[src/rtl/eemux_pkg.sv]
package eemux_pkg;
    typedef enum logic {
        PICK_A = 1'b0,
        PICK_B = 1'b1
    } pick_e;

    localparam int NUM_IN = 2;
endpackage

[src/rtl/eemux_kill_ctr.sv]
module eemux_kill_ctr #(
    parameter int KILL_DEPTH = 2
) (
    input  logic clk,
    input  logic rst_n,
    input  logic inc_i,
    input  logic kill_hold_i,
    output logic kill_o,
    output logic full_o
);
    localparam int CW = $clog2(KILL_DEPTH + 1);

    typedef struct packed {
        logic [CW-1:0] cnt;
    } ctr_t;

    ctr_t st_d, st_q;
    logic dec;

    assign kill_o = (st_q.cnt != '0);
    assign full_o = (st_q.cnt == CW'(KILL_DEPTH));

    always_comb begin
        st_d = st_q;
        // one anti-token leaves when the producer does not hold it off
        dec = kill_o & ~kill_hold_i;
        st_d.cnt = st_q.cnt + CW'(inc_i) - CW'(dec);
    end

    always_ff @(posedge clk) begin
        if (!rst_n) st_q <= '0;
        else        st_q <= st_d;
    end
endmodule

[src/rtl/eemux_fire.sv]
module eemux_fire
    import eemux_pkg::*;
(
    input  logic              sel_vld_i,
    input  logic              sel_pick_i,
    input  logic [NUM_IN-1:0] vld_i,
    input  logic [NUM_IN-1:0] kill_i,
    input  logic [NUM_IN-1:0] full_i,
    input  logic              room_i,
    output logic              fire_o,
    output logic [NUM_IN-1:0] stop_o,
    output logic [NUM_IN-1:0] inc_o
);
    logic [NUM_IN-1:0] want;
    logic [NUM_IN-1:0] usable;
    logic [NUM_IN-1:0] ready;

    always_comb begin
        want = (pick_e'(sel_pick_i) == PICK_B) ? 2'b10 : 2'b01;
        for (int i = 0; i < NUM_IN; i++) begin
            // a token counts only when no debt waits to cancel it
            usable[i] = vld_i[i] & ~kill_i[i];
            ready[i]  = want[i] ? usable[i] : (usable[i] | ~full_i[i]);
        end
        fire_o = sel_vld_i & room_i & (&ready);
        for (int i = 0; i < NUM_IN; i++) begin
            inc_o[i]  = fire_o & ~want[i] & ~usable[i];
            stop_o[i] = ~(kill_i[i] | (fire_o & usable[i]));
        end
    end
endmodule

[src/rtl/eemux_obuf.sv]
module eemux_obuf #(
    parameter int DW = 8
) (
    input  logic          clk,
    input  logic          rst_n,
    input  logic          push_i,
    input  logic [DW-1:0] push_data_i,
    output logic          room_o,
    output logic          out_vld_o,
    output logic [DW-1:0] out_data_o,
    input  logic          out_stop_i
);
    typedef struct packed {
        logic [1:0][DW-1:0] mem;
        logic               wr;
        logic               rd;
        logic [1:0]         cnt;
    } buf_t;

    buf_t st_d, st_q;
    logic pop;

    assign out_vld_o  = (st_q.cnt != 2'd0);
    assign out_data_o = st_q.mem[st_q.rd];
    assign room_o     = (st_q.cnt != 2'd2);

    always_comb begin
        st_d = st_q;
        pop  = out_vld_o & ~out_stop_i;
        if (push_i) begin
            st_d.mem[st_q.wr] = push_data_i;
            st_d.wr = ~st_q.wr;
        end
        if (pop) st_d.rd = ~st_q.rd;
        st_d.cnt = st_q.cnt + 2'(push_i) - 2'(pop);
    end

    always_ff @(posedge clk) begin
        if (!rst_n) st_q <= '0;
        else        st_q <= st_d;
    end
endmodule

[src/rtl/early_sel_mux.sv]
module early_sel_mux
    import eemux_pkg::*;
#(
    parameter int DW         = 8,
    parameter int KILL_DEPTH = 2
) (
    input  logic          clk,
    input  logic          rst_n,
    input  logic          sel_vld,
    input  logic          sel_pick,
    output logic          sel_stop,
    input  logic          a_vld,
    input  logic [DW-1:0] a_data,
    output logic          a_stop,
    output logic          a_kill,
    input  logic          a_kill_hold,
    input  logic          b_vld,
    input  logic [DW-1:0] b_data,
    output logic          b_stop,
    output logic          b_kill,
    input  logic          b_kill_hold,
    output logic          out_vld,
    output logic [DW-1:0] out_data,
    input  logic          out_stop
);
    logic [NUM_IN-1:0] vld_w, kill_w, full_w, inc_w, stop_w, hold_w;
    logic              fire_w, room_w;
    logic [DW-1:0]     pick_data;

    assign vld_w  = {b_vld, a_vld};
    assign hold_w = {b_kill_hold, a_kill_hold};

    for (genvar g = 0; g < NUM_IN; g++) begin : g_debt
        eemux_kill_ctr #(.KILL_DEPTH(KILL_DEPTH)) u_ctr (
            .clk        (clk),
            .rst_n      (rst_n),
            .inc_i      (inc_w[g]),
            .kill_hold_i(hold_w[g]),
            .kill_o     (kill_w[g]),
            .full_o     (full_w[g])
        );
    end

    eemux_fire u_fire (
        .sel_vld_i (sel_vld),
        .sel_pick_i(sel_pick),
        .vld_i     (vld_w),
        .kill_i    (kill_w),
        .full_i    (full_w),
        .room_i    (room_w),
        .fire_o    (fire_w),
        .stop_o    (stop_w),
        .inc_o     (inc_w)
    );

    assign pick_data = (pick_e'(sel_pick) == PICK_B) ? b_data : a_data;

    eemux_obuf #(.DW(DW)) u_obuf (
        .clk        (clk),
        .rst_n      (rst_n),
        .push_i     (fire_w),
        .push_data_i(pick_data),
        .room_o     (room_w),
        .out_vld_o  (out_vld),
        .out_data_o (out_data),
        .out_stop_i (out_stop)
    );

    assign sel_stop = ~fire_w;
    assign a_stop   = stop_w[0];
    assign b_stop   = stop_w[1];
    assign a_kill   = kill_w[0];
    assign b_kill   = kill_w[1];
endmodule

[config.mk]
export PLATFORM = sky130hd
export DESIGN_NAME = early_sel_mux
export DESIGN_NICKNAME = d
export VERILOG_FILES = /design/src/rtl/eemux_pkg.sv /design/src/rtl/eemux_kill_ctr.sv /design/src/rtl/eemux_fire.sv /design/src/rtl/eemux_obuf.sv /design/src/rtl/early_sel_mux.sv
export SDC_FILE = /design/constraint.sdc
export NUM_CORES = 1
export LEC_CHECK = 0
export BUFFER_PORTS_ARGS = -buffer_cell sky130_fd_sc_hd__buf_4
export CAP_MARGIN = 20
export CORE_MARGIN = 3
export CORE_UTILIZATION = 50
export CTS_CLUSTER_DIAMETER = 100
export DETAILED_ROUTE_END_ITERATION = 10
export HOLD_SLACK_MARGIN = 0.03
export PLACE_DENSITY = 0.84
export RECOVER_POWER = 100
export SKIP_LAST_GASP = 1
export SYNTH_ARGS = -nofsm -noshare
export SYNTH_HDL_FRONTEND = slang
export SYNTH_SLANG_ARGS = --single-unit
export TNS_END_PERCENT = 50
[constraint.sdc]
create_clock -name clk -period 3.61 [get_ports clk]
set_input_delay 0.722 -clock clk [delete_from_list [all_inputs] [get_ports clk]]
set_output_delay 0.722 -clock clk [all_outputs]
set_load 0.05 [all_outputs]
## Word-level counts from Yosys, hierarchy flattened

Cells that the tools add are included.

| word-level totals | value |
|---|---|
| register bits | 24 |
| input port bits | 25 |
| output and inout bits | 14 |
| word-level logic and storage cells | 66 |

| cells by class | value |
|---|---|
| $add $sub $neg | 6 |
| order comparisons | 3 |
| equality and inequality tests | 3 |
| mux-type cells | 9 |
| bitwise gates (word level) | 33 |
| reductions and logical operators | 5 |

Operators with widths:

| operator | count |
|---|---|
| 8-bit 2-to-1 mux | 4 |
| 16-bit bitwise mux | 1 |
| 1-bit NOT | 16 |
| 1-bit bitwise AND | 13 |
| 8-bit demux with 1-bit select | 1 |
| 2-bit by 1-bit adder with 2-bit output | 3 |
| 2-bit nonzero test | 3 |
| 2-bit by 1-bit subtractor with 2-bit output | 3 |
| 2-bit equality test, second input constant | 2 |
| 1-bit by 2-bit < comparator with 1-bit output, second input constant | 2 |
| 1-bit bitwise OR | 4 |
| 1-bit 2-to-1 mux | 2 |
| 2-bit 2-to-1 mux | 1 |
| 2-bit != test, second input constant | 1 |
| 2-bit AND reduction | 1 |
| 1-bit greater-or-equal comparator, second input constant | 1 |
| 1-bit logical AND | 1 |

## Logic depth before layout (Yosys ltp)

Gate-level depths: netlist of the first run.

| depth | value |
|---|---|
| depth in word-level cells | 11 |
| mapped depth | 9 |
| depth with buffers taken out | 9 |

## Modules after synthesis

Synthesis of the first run repeated with hierarchy kept, for this count alone.

| second synthesis, totals | value |
|---|---|
| cell total of the unflattened synthesis | 148 |
| area, all modules | 1382.6 um^2 |

Modules (own cells, without submodules):

| module | instances | cells each | area an instance (um^2) | seq. area each (um^2) |
|---|---|---|---|---|
| eemux_obuf | 1 | 102 | 914.6 | 400.4 |
| eemux_kill_ctr | 2 | 12 | 128.9 | 40.0 |
| early_sel_mux | 1 | 10 | 135.1 | 0.0 |
| eemux_fire | 1 | 12 | 75.1 | 0.0 |

## Least setup slack after synthesis of the first run

No wires, ideal clock.

| timing | value |
|---|---|
| kind | input to output |
| from | input sel_pick |
| to | output a_stop |
| data arrival time | 2183 ps |
| required time | 2888 ps |
| setup slack | 705 ps |
| stages on the path | 4 |
| buffers on the path | 1 |
| cells stage by stage | clkbuf_1 -> o32a_1 -> nor2_1 -> a21oi_1 |

| between the ends | value |
|---|---|
| cells in the longest elaborated chain, start to end | 7 |
| elaborated cells between the ends (all ways) | 8 |
| those cells by class | mux: 3; bitwise: 4; reduce/logical: 1 |

Ends and longest elaborated chain:

| element | RTL line | text |
|---|---|---|
| from (decl) | early_sel_mux.sv:10 | `input logic sel_pick,` |
| 2-bit 2-to-1 mux (*) | eemux_fire.sv:19 | `want = (pick_e'(sel_pick_i) == PICK_B) ? 2'b10 : 2'b01;` |
| 1-bit 2-to-1 mux | eemux_fire.sv:23 | `ready[i] = want[i] ? usable[i] : (usable[i] \| ~full_i[i]);` |
| 2-bit AND reduction (*) | eemux_fire.sv:25 | `fire_o = sel_vld_i & room_i & (&ready);` |
| 1-bit bitwise AND (*) | eemux_fire.sv:25 |  |
| 1-bit bitwise AND (*) | eemux_fire.sv:28 | `stop_o[i] = ~(kill_i[i] \| (fire_o & usable[i]));` |
| 1-bit bitwise OR (*) | eemux_fire.sv:28 |  |
| 1-bit NOT (*) | eemux_fire.sv:28 |  |
| to (decl) | early_sel_mux.sv:14 | `output logic a_stop,` |

Mark *: on every way between the ends. The rest lies on a longest branch, timed or not.

## Worst setup path after layout of the first run

| timing | value |
|---|---|
| from | input a_vld |
| to | register u_obuf.st_q[13] in the netlist's numbering |

| between the ends | value |
|---|---|
| cells in the longest elaborated chain, start to end | 5 |

Ends and longest elaborated chain:

| element | RTL line | text |
|---|---|---|
| from (decl) | early_sel_mux.sv:12 | `input logic a_vld,` |
| 1-bit bitwise AND (*) | eemux_fire.sv:22 | `usable[i] = vld_i[i] & ~kill_i[i];` |
| 1-bit bitwise OR | eemux_fire.sv:23 |  |
| 1-bit 2-to-1 mux (*) | eemux_fire.sv:23 |  |
| 2-bit AND reduction (*) | eemux_fire.sv:25 |  |
| 1-bit bitwise AND (*) | eemux_fire.sv:25 |  |
| to (signal assigned) | eemux_obuf.sv:40 | `else st_q <= st_d;` |
| to (decl) | eemux_obuf.sv:20 | `buf_t st_d, st_q;` |

Marked as above.
A chain may end at the register's enable or synchronous reset.

==> results.md, run 1 <==
- Vias in the first global route: 1088
- Top sig layer: met4
- WP data arrival: approximately 3.2 ns
- Synthesized area per cell: ~9.4 µm²
- Cells after synthesis: 138
- Min Tclk post-route: around 3.0 ns
- PortBufs: 38
- Fraction of layout cells with a size suffix above 1: between 20% and 30%
- R2R Path Start: g_debt[0].u_ctr.st_q[1]
- Synth-to-Final Area Change: 22.05%
- Largest net degree at the start of global routing: 33
- Max Transition Viols Final: 9
- Setup crit start: a_vld
- Net count, final: 205
- Ys async rst share: 0%
- Vias per inst: roughly 5.2
- CTS H-tree depth: 1
- DP HPWL: 2155 µm
- Post-synth EDFFs: 0
- Initial antenna violation count: 0
- Routed length on met3: between 150 and 200 µm
- Root Buffer: clkbuf_4
- DRT Wirelength: roughly 2800 µm
- ANT cells: 0
- Mapped cell area: about 1300 µm²
- CP max-delay cell: nor3b_1
- Remaining antenna violation count: 0
- Synth Warn #: 0
- Die width: 56.87 µm
- Sequential-to-total area share from yosys stat: a little under two fifths
- RSZ-0062 raised after global routing: false
- Max_slew headroom: -10.23%
- Routed WL per cell: 13.71 µm
- Initial DRC count: 22
- Vias: around 1000
- Critical Path Sink Type: register
- Clock Skew: roughly 0.0064 ns
- CORE AREA: 2340 µm²
- Switching share of power: ~45%
- Fin cells: roughly 200
- Violated checks: max-capacitance violations, max-slew violations
- Top_reg_cell synth: dfxtp_1
- Post-CTS resize count: 0
- IO Count: 39
- Final setup fails: 0
- CTS tree: built
- Num rows: 17
- Netlist cell types: 25
- Syn Nets: 169
- Drt drc: 0
- Tcrit/Tclk final: roughly 84%
- Slew of the pin with the lowest slew margin: 1.650 ns
- Status: finished, violations left
- Cells after DPL: 197
- Worst-Skew Late Latency: ~0.32 ns
- CP delay by family, top: simple AND/OR/NAND/NOR gates
- Hold Startpoint: u_obuf.st_q[12]
- PwrDens: 696.8 nW/µm²
- FILL cells: about 210
- Placer Congestion: 0.7748
- Die Y: around 57 µm
- Drt pass-1 iters: 4
- Seq pwr share: around a third
- TritonCTS sink count: 24
- Crit-path max cell delay: ~1.3 ns
- Worst hold path class: register to register
- Metal-1 WL: around 1100 µm
- First-pass GRT wire length: between 4000 and 5000 µm
- Crit Path Class: primary input to register
- Fmax: between 0.3 and 0.4 GHz
- Inserted Clock Buffers: 3
- GRT Overall Usage: roughly a fifth
- Final hold vios: 0
- Crit-path cells: clkbuf_4, or3b_1, o32a_1, nor3b_1, mux2i_1
- Lkg Pwr: between 0.7 and 0.8 nW
- Peak supply drop: approximately 510 µV
- Cell-internal power: ~0.0006 W
- Worst-path clk slew: about 0.13 ns
- Combinational group share of total power: between 40% and 50%
- DR WL met2: 1467 µm
- P_sw: a little under 0.0005 W
- Part of the power in the clock network: 17.8%
- WP buf/inv: 1
- Post-CTS setup buffers: 0
- CP Data Required Time: between 3 and 4 ns
- Setup_tns: 0 ns
- Crit path launch type: primary input
- Max-cap violations: 1
- Total gr overflow: 0
- Crit Path Max Fanout: 8
- FF+latch count, synth: 24
- Clock Tree Buf Depth: 2
- Die ar.: between 3000 and 4000 µm²
- Cts hold-fix bufs: 0
- Initial core utilization: between 50% and 60%
## placed cells by master, fill, tap and decap left out, drive strengths merged
cell type / n
a21boi: 1
a21oi: 3
and2: 7
buf: 23
bufinv: 1
clkbuf: 18
dfxtp: 24
ha: 6
inv: 8
mux2: 16
mux2i: 16
nand2: 26
nand3b: 1
nor2: 5
nor2b: 2
nor3: 1
nor3b: 1
o21ai: 2
o32a: 1
or3: 1
or3b: 1
or4b: 1
or4bb: 1
xnor2: 6
xor2: 1
## kinds of logic after synthesis
| kind of cell | synth area share [%] |
|---|---|
| simple gates | 17.70 |
| mux | 26.31 |
| compound gates | 3.288 |
| fa+ha+maj | 5.803 |
| flops | 37.14 |
| buf+inv | 5.029 |
| xor+xnor | 4.739 |
## power groups by stage
stage	Sequential, W	Clock (W)	Combinational (W)
2_1_floorplan	0.000343	0	0.000468
3_3_place_gp	0.000362	0	0.000586
3_5_place_dp	0.000366	0	0.000603
4_1_cts	0.000360	0.000204	0.000605
5_1_grt	0.000368	0.000216	0.000595
6_report	0.000359	0.000196	0.000545
## cells in the mapped netlist (all sizes together), types with 2 or more instances
| cell | number | area [µm²] |
|---|---|---|
| nor2b | 2 | 12.51 |
| ha | 6 | 75.07 |
| inv | 8 | 30.03 |
| o21ai | 2 | 10.01 |
| mux2 | 16 | 180.2 |
| a21oi | 3 | 15.01 |
| dfxtp | 24 | 480.5 |
| xnor2 | 6 | 52.55 |
| and2 | 7 | 43.79 |
| mux2i | 16 | 160.2 |
| buf | 2 | 16.26 |
| nor2 | 5 | 18.77 |
| clkbuf | 5 | 18.77 |
| nand2 | 26 | 97.59 |
## metal layers
metal | global-route usage, % | vias up
li1 | - | 530
met1 | 20.64 | 478
met2 | 34.32 | 29
met3 | 4.138 | 6
met5 | 0 | -
met4 | 8.940 | 0
## registers in the layout, summed over array words and instances (netlist names)
signal	count
u_obuf.st_q	20
g_debt.u_ctr.st_q	4
## worst register-to-register path, delay by kind of cell (launching register included)
| kind | cells | cell delay, ns |
|---|---|---|
| AOI/OAI and AO/OA | 1 | 0.40 |
| DFF | 1 | 0.36 |
| and+or+nand+nor | 2 | 1.75 |
| muxes | 1 | 0.25 |
## path summary, 6_finish.rpt
path / slack [ns] / cells past startpoint / endpoint
hold reg to reg: 0.47 / 2 / u_obuf.st_q[12]
hold / removal: 0.47 / 2 / u_obuf.st_q[12]
setup reg to reg: 0.68 / 4 / u_obuf.st_q[13]
setup / recovery: 0.57 / 5 / u_obuf.st_q[13]
## per-stage QoR
stage	total power, W	hold slack, ns	worst slack, ns	instance area (µm²)	utilization, %
2_1_floorplan	0.0008115	0.4313	0.7053	1294	-
3_3_place_gp	0.0009482	0.4388	0.6602	1584	67.70
3_5_place_dp	0.0009687	0.4481	0.6176	1584	67.70
4_1_cts	0.001169	0.4704	0.6962	1637	69.95
5_1_grt	0.001179	0.4906	0.4229	1579	67.49
6_report	0.001100	0.4667	0.5713	1579	67.49
## final cells by class
type / instances / area (µm²) / area share, %
Clock buffer: 3 / 22.52 / 1.426
Clock inverter: 1 / 30.03 / 1.902
Inverter: 8 / 30.03 / 1.902
Multi-Input combinational cell: 99 / 748.2 / 47.39
Sequential cell: 24 / 480.5 / 30.43
Tap cell: 28 / 35.03 / 2.219
Timing Repair Buffer: 38 / 232.7 / 14.74
Power figures use the tool's default switching activity.
==> run 2: changes to the inputs <==
==> constraint.sdc (replaced) <==
create_clock -name clk -period 3.1 [get_ports clk]
set_input_delay 0.62 -clock clk [delete_from_list [all_inputs] [get_ports clk]]
set_output_delay 0.62 -clock clk [all_outputs]
set_load 0.05 [all_outputs]
==> run 2 against run 1 <==
The run now ends clean. Sequential cell count unchanged. Register-to-register slack worse by 0.12 ns. First-iteration DRC count down 77%. Via count down 1.1%. Clock skew down 0.0013 ns. Die area unchanged. Critical path type is now register to primary output.
==> results.md, run 2 (same netlist as run 1, synthesis figures left out) <==
- Status: completed
- Storage element area: approximately 480 µm²
- DP HPWL: between 2000 and 2500 µm
- Max-cap violations: 0
- Fmax: ~0.37 GHz
- Combinational group share of total power: around half
- Clock Tree Buf Depth: 2
- Seq pwr share: 32.5%
- Final worst slack: between 0.3 and 0.4 ns
- Synth-to-Final Area Change: 22.63%
- Largest net degree at the start of global routing: 33
- Placer Congestion: around 0.78
- Final hold vios: 0
- Critical Path Sink: b_stop
- Crit Path Max Fanout: 4
- Cell-internal power: roughly 0.00071 W
- Worst-Skew Late Latency: a little over 0.3 ns
- Vias: 1032
- FILL cells: 202
- Multi-input logic area: about 750 µm²
- Most flops, register: u_obuf.st_q
- Final setup fails: 0
- Top Registers: u_obuf.st_q: 20 flops, g_debt.u_ctr.st_q: 4 flops
- Switching share of power: 44.56%
- GRT Overall Usage: 17.53%
- WP data arrival: approximately 2.1 ns
- Min Tclk post-route: 2.738 ns
- Post-CTS setup buffers: 0
- Fin cells: 202
- Reg2Reg Depth: 8
- ANT cells: 0
- Initial antenna violation count: 0
- Vias in the first global route: between 1000 and 1500
- Setup crit start: g_debt[0].u_ctr.st_q[1]
- Total gr overflow: 0
- Drt pass-1 iters: 4
- Max_slew headroom: about three fifths
- Die width: approximately 57 µm
- Initial core utilization: a little under three fifths
- Root Buffer: clkbuf_4
- Net count, final: ~210
- CTS H-tree depth: 1
- Post-CTS resize count: 0
- P_sw: ~0.00057 W
- Clock Skew: a little over 0.005 ns
- FF-to-FF setup slack: approximately 0.56 ns
- Initial DRC count: 5
- Drt drc: 0
- Setup_tns: 0 ns
- Max Transition Viols Final: 0
- Crit Path Class: register to primary output
- DP Worst Slack: 0.1945 ns
- Worst R2R End: g_debt[0].u_ctr.st_q[1]
- Inserted Clock Buffers: 3
- First-pass GRT wire length: 4554 µm
- IO Count: 39
- Lkg Pwr: ~0.73 nW
- Vias per inst: 5.109
- Cells after DPL: approximately 200
- Num rows: 17
- Routed WL per cell: between 10 and 15 µm
- Hold Slack: 0.4669 ns
- Crit path launch type: register
- Worst-path clk slew: between 0.1 and 0.15 ns
- Slew of the pin with the lowest slew margin: slightly above 0.6 ns
- Part of the power in the clock network: 17.5%
- Peak supply drop: between 700 and 800 µV
- Most frequent cells in the layout: nand2_1 (26), dfxtp_1 (24), buf_4 (24)
- DRT Wirelength: ~2600 µm
- RSZ-0062 raised after global routing: false
- Critical Path Sink Type: primary output
- PwrDens: 809.2 nW/µm²
- Cts hold-fix bufs: 0
- CP Data Required Time: between 2 and 2.5 ns
- R2R Path Start: g_debt[1].u_ctr.st_q[1]
- CTS tree: built
- Max reg flops: 20
- TritonCTS sink count: 24
- Fraction of layout cells with a size suffix above 1: about 28%
- Commonest non-fill, non-tap cell in the layout: nand2_1
- Die ar.: 3234 µm²
- CORE AREA: between 2000 and 2500 µm²
- Tcrit/Tclk final: about nine tenths
- Remaining antenna violation count: 0
- Die Y: ~57 µm
- PortBufs: 38
- Worst hold path class: register to register
==> run 2: changes by cell type in the layout (fill, tap and decap cells not counted) <==
cell,delta
clkbuf_2,+3
clkbuf_4,-1
buf_4,+1
clkbuf_1,-2
and2_0,+2
and2_1,-2
==> run 2: metrics by stage <==
step | util [%] | total power (W) | cell area, µm²
after floorplan | - | 0.0009450 | 1294
after global placement | 68.02 | 0.001104 | 1592
after detailed placement | 68.02 | 0.001126 | 1592
after CTS | 70.27 | 0.001358 | 1644
after global routing | 67.81 | 0.001374 | 1587
final | 67.81 | 0.001284 | 1587
==> run 2: worst min-delay path by stage <==
stage	slack, ns	endpoint	cells after the start	from
finish	0.47	u_obuf.st_q[19]	2	u_obuf.st_q[19]
global route	0.49	u_obuf.st_q[19]	2	u_obuf.st_q[19]
CTS	0.47	u_obuf.st_q[19]	2	u_obuf.st_q[19]
detailed placement	0.45	u_obuf.st_q[19]	2	u_obuf.st_q[19]
global placement	0.44	u_obuf.st_q[18]	2	u_obuf.st_q[18]
floorplan	0.43	u_obuf.st_q[12]	2	u_obuf.st_q[12]
==> run 2: cell type report <==
class                      instances  area share [%]
sequential                        24           30.28
clock inverter                     1           1.893
timing repair buffer              39           15.14
inverter                           8           1.893
multi-input combinational         99           47.16
tap                               28           2.208
clock buffer                       3           1.420
==> run 2: critical path, stage by stage (launching register included) <==
cell	delay, ns
dfxtp_1	0.37
or3b_1	0.43
o32a_1	0.40
nor2_1	0.26
a21oi_1	0.11
clkbuf_2	0.24
==> run 2: power by group through the flow <==
stage / clock, W / sequential [W] / combinational [W]
2_1_floorplan: 0 / 0.000400 / 0.000545
3_3_place_gp: 0 / 0.000421 / 0.000683
3_5_place_dp: 0 / 0.000424 / 0.000701
4_1_cts: 0.000233 / 0.000418 / 0.000707
5_1_grt: 0.000245 / 0.000428 / 0.000701
6_report: 0.000225 / 0.000417 / 0.000641
==> run 2: routing by layer <==
layer / part of all wire [%] / track usage (%) / vias to the layer above
met3: 5.5 / 5.287 / 2
met1: 42 / 19.25 / 466
li1: - / - / 537
met2: 52 / 33.33 / 27
met5: 0 / 0 / -
met4: 0.38 / 2.649 / 0
==> run 3: changes to the inputs <==
--- a/config.mk
+++ b/config.mk
@@ -12,7 +12,7 @@
 export CTS_CLUSTER_DIAMETER = 100
 export DETAILED_ROUTE_END_ITERATION = 10
 export HOLD_SLACK_MARGIN = 0.03
-export PLACE_DENSITY = 0.84
+export PLACE_DENSITY = 0.78
 export RECOVER_POWER = 100
 export SKIP_LAST_GASP = 1
 export SYNTH_ARGS = -nofsm -noshare
==> run 3 against run 2 <==
Register-to-register slack got worse by 0.05 ns. Utilization is 0.53 points lower. Maximum frequency fell by 0.38%. Sequential power is essentially flat.
==> results.md, run 3 (same netlist as run 1, synthesis figures left out) <==
- Status: completed
- Vias: ~1000
- Initial core utilization: 55.29%
- First-pass GRT wire length: 4643 µm
- WP data arrival: between 2 and 2.5 ns
- Slew of the pin with the lowest slew margin: around 0.96 ns
- Switching share of power: between 40% and 50%
- Fmax: between 0.3 and 0.4 GHz
- Fraction of layout cells with a size suffix above 1: 27.59%
- Vias in the first global route: about 1100
- Min Tclk post-route: approximately 2.7 ns
- Most used routing layer: met2
- Worst-path clk slew: about 0.13 ns
- Peak supply drop: around 580 µV
- Most flops, register: u_obuf.st_q
- Remaining antenna violation count: 0
- Grt met2 use: 31.02%
- Clock Tree Buf Depth: 2
- Root Buffer: clkbuf_4
- Total power: between 0.001 and 0.0015 W
- Part of the power in the clock network: a little over an eighth
- Total gr overflow: 0
- TritonCTS sink count: 24
- DP HPWL: 2058 µm
- Commonest non-fill, non-tap cell in the layout: nand2_1
- Net count, final: 206
- Worst R2R End: u_obuf.st_q[18]
- Reg2Reg Depth: 5
- GRT Overall Usage: between 15 and 20%
- Placer Congestion: 0.7525
- Routed WL per cell: ~13 µm
- Worst hold path class: register to register
- Met1 Track Usage GR: between 20% and 30%
- RSZ-0062 raised after global routing: false
- PortBufs: 38
- IO Count: 39
- Combinational group share of total power: 52.2%
- Tcrit/Tclk final: between 80% and 90%
- CORE AREA: 2340 µm²
- Drt pass-1 iters: 4
- Crit Path Class: register to primary output
- Hold Startpoint: u_obuf.st_q[19]
- Max reg flops: 20
- Worst Hold End: u_obuf.st_q[19]
- Inserted Clock Buffers: 3
- Worst Hold Depth: 2
- Met3 usage: 5.057%
- Die Y: roughly 57 µm
- Vias per inst: roughly 5.1
- CTS H-tree depth: 1
- Max Transition Viols Final: 0
- FF-to-FF setup slack: ~0.5 ns
- Die width: 56.87 µm
- PwrDens: between 700 and 800 nW/µm²
- Initial antenna violation count: 0
- Critical Path Sink Type: primary output
- Max-cap violations: 0
- Top Registers: u_obuf.st_q: 20 flops, g_debt.u_ctr.st_q: 4 flops
- DRT Wirelength: 2700 µm
- R2R Path Start: g_debt[0].u_ctr.st_q[1]
- Crit path launch type: register
- Largest net degree at the start of global routing: 33
- Post-CTS setup buffers: 0
- Lkg Pwr: ~0.74 nW
- Most frequent cells in the layout: nand2_1 (26), buf_4 (25), dfxtp_1 (24)
- Cts hold-fix bufs: 0
- Seq pwr share: around 34%
- Synth-to-Final Area Change: 21.66%
- Setup_tns: 0 ns
- Die ar.: approximately 3200 µm²
- Initial DRC count: 19
- Worst-Skew Late Latency: roughly 0.32 ns
- P_sw: approximately 0.00057 W
- Final setup fails: 0
- CP Data Required Time: 2.48 ns
- Num rows: 17
- ANT cells: 0
- Crit Path Max Fanout: 4
- Max_slew headroom: 36.14%
- Final hold vios: 0
- Cell-internal power: between 0.0006 and 0.0007 W
- CTS tree: built
- Drt drc: 0
- Clock Skew: ~0.0022 ns
- Post-CTS resize count: 0
## run 3: routing by layer
metal  wire, µm  part of all wire (%)  vias up
met5          0                     0        -
met4          0                     0        0
met3        132                   4.9        0
met2       1400                    52       22
met1       1166                    43      474
li1           -                     -      533
## run 3: final cells by class
cell class | count | area, µm²
clock buffers | 4 | 36.28
fillers | 208 | 765.7
inverters | 8 | 30.03
multi-input cells | 99 | 748.2
flip-flops and latches | 24 | 480.5
well taps | 28 | 35.03
repair buffers | 39 | 244.0
## run 3: worst max-delay path by stage
stage                                  startpoint                 endpoint  cells after the start
after floorplan                             b_vld  g_debt[0].u_ctr.st_q[1]                      8
after global placement                   sel_pick  g_debt[0].u_ctr.st_q[1]                      9
after detailed placement                 sel_pick  g_debt[0].u_ctr.st_q[1]                      9
after CTS                 g_debt[0].u_ctr.st_q[1]                   a_stop                      5
after global routing      g_debt[0].u_ctr.st_q[1]                   b_stop                      5
final                     g_debt[0].u_ctr.st_q[1]                   a_stop                      5
## run 3: critical path: stages (launching register included)
cell and delay [ns]:
dfxtp_1 0.36, or3b_1 0.42, o32a_1 0.39, nor2_1 0.28, a21oi_1 0.12, clkbuf_2 0.24
## run 3: through the flow
stage,setup slack [ns],hold slack (ns),util [%],area (µm²),std cells
CTS,0.3509,0.4688,69.57,1628,202
detailed placement,0.1754,0.4488,68.02,1592,198
global route,0.1767,0.4782,67.27,1574,202
global placement,0.2450,0.4392,68.02,1592,198
finish,0.3518,0.4636,67.27,1574,202
floorplan,0.3894,0.4313,-,1294,138
## run 3: power by group through the flow
| stage | sequential [W] | combinational (W) | clock, W |
|---|---|---|---|
| 6_report | 0.000418 | 0.000639 | 0.000168 |
| 5_1_grt | 0.000429 | 0.000698 | 0.000185 |
| 4_1_cts | 0.000418 | 0.000701 | 0.000174 |
| 3_5_place_dp | 0.000425 | 0.000699 | 0 |
| 3_3_place_gp | 0.000423 | 0.000685 | 0 |
| 2_1_floorplan | 0.000400 | 0.000545 | 0 |
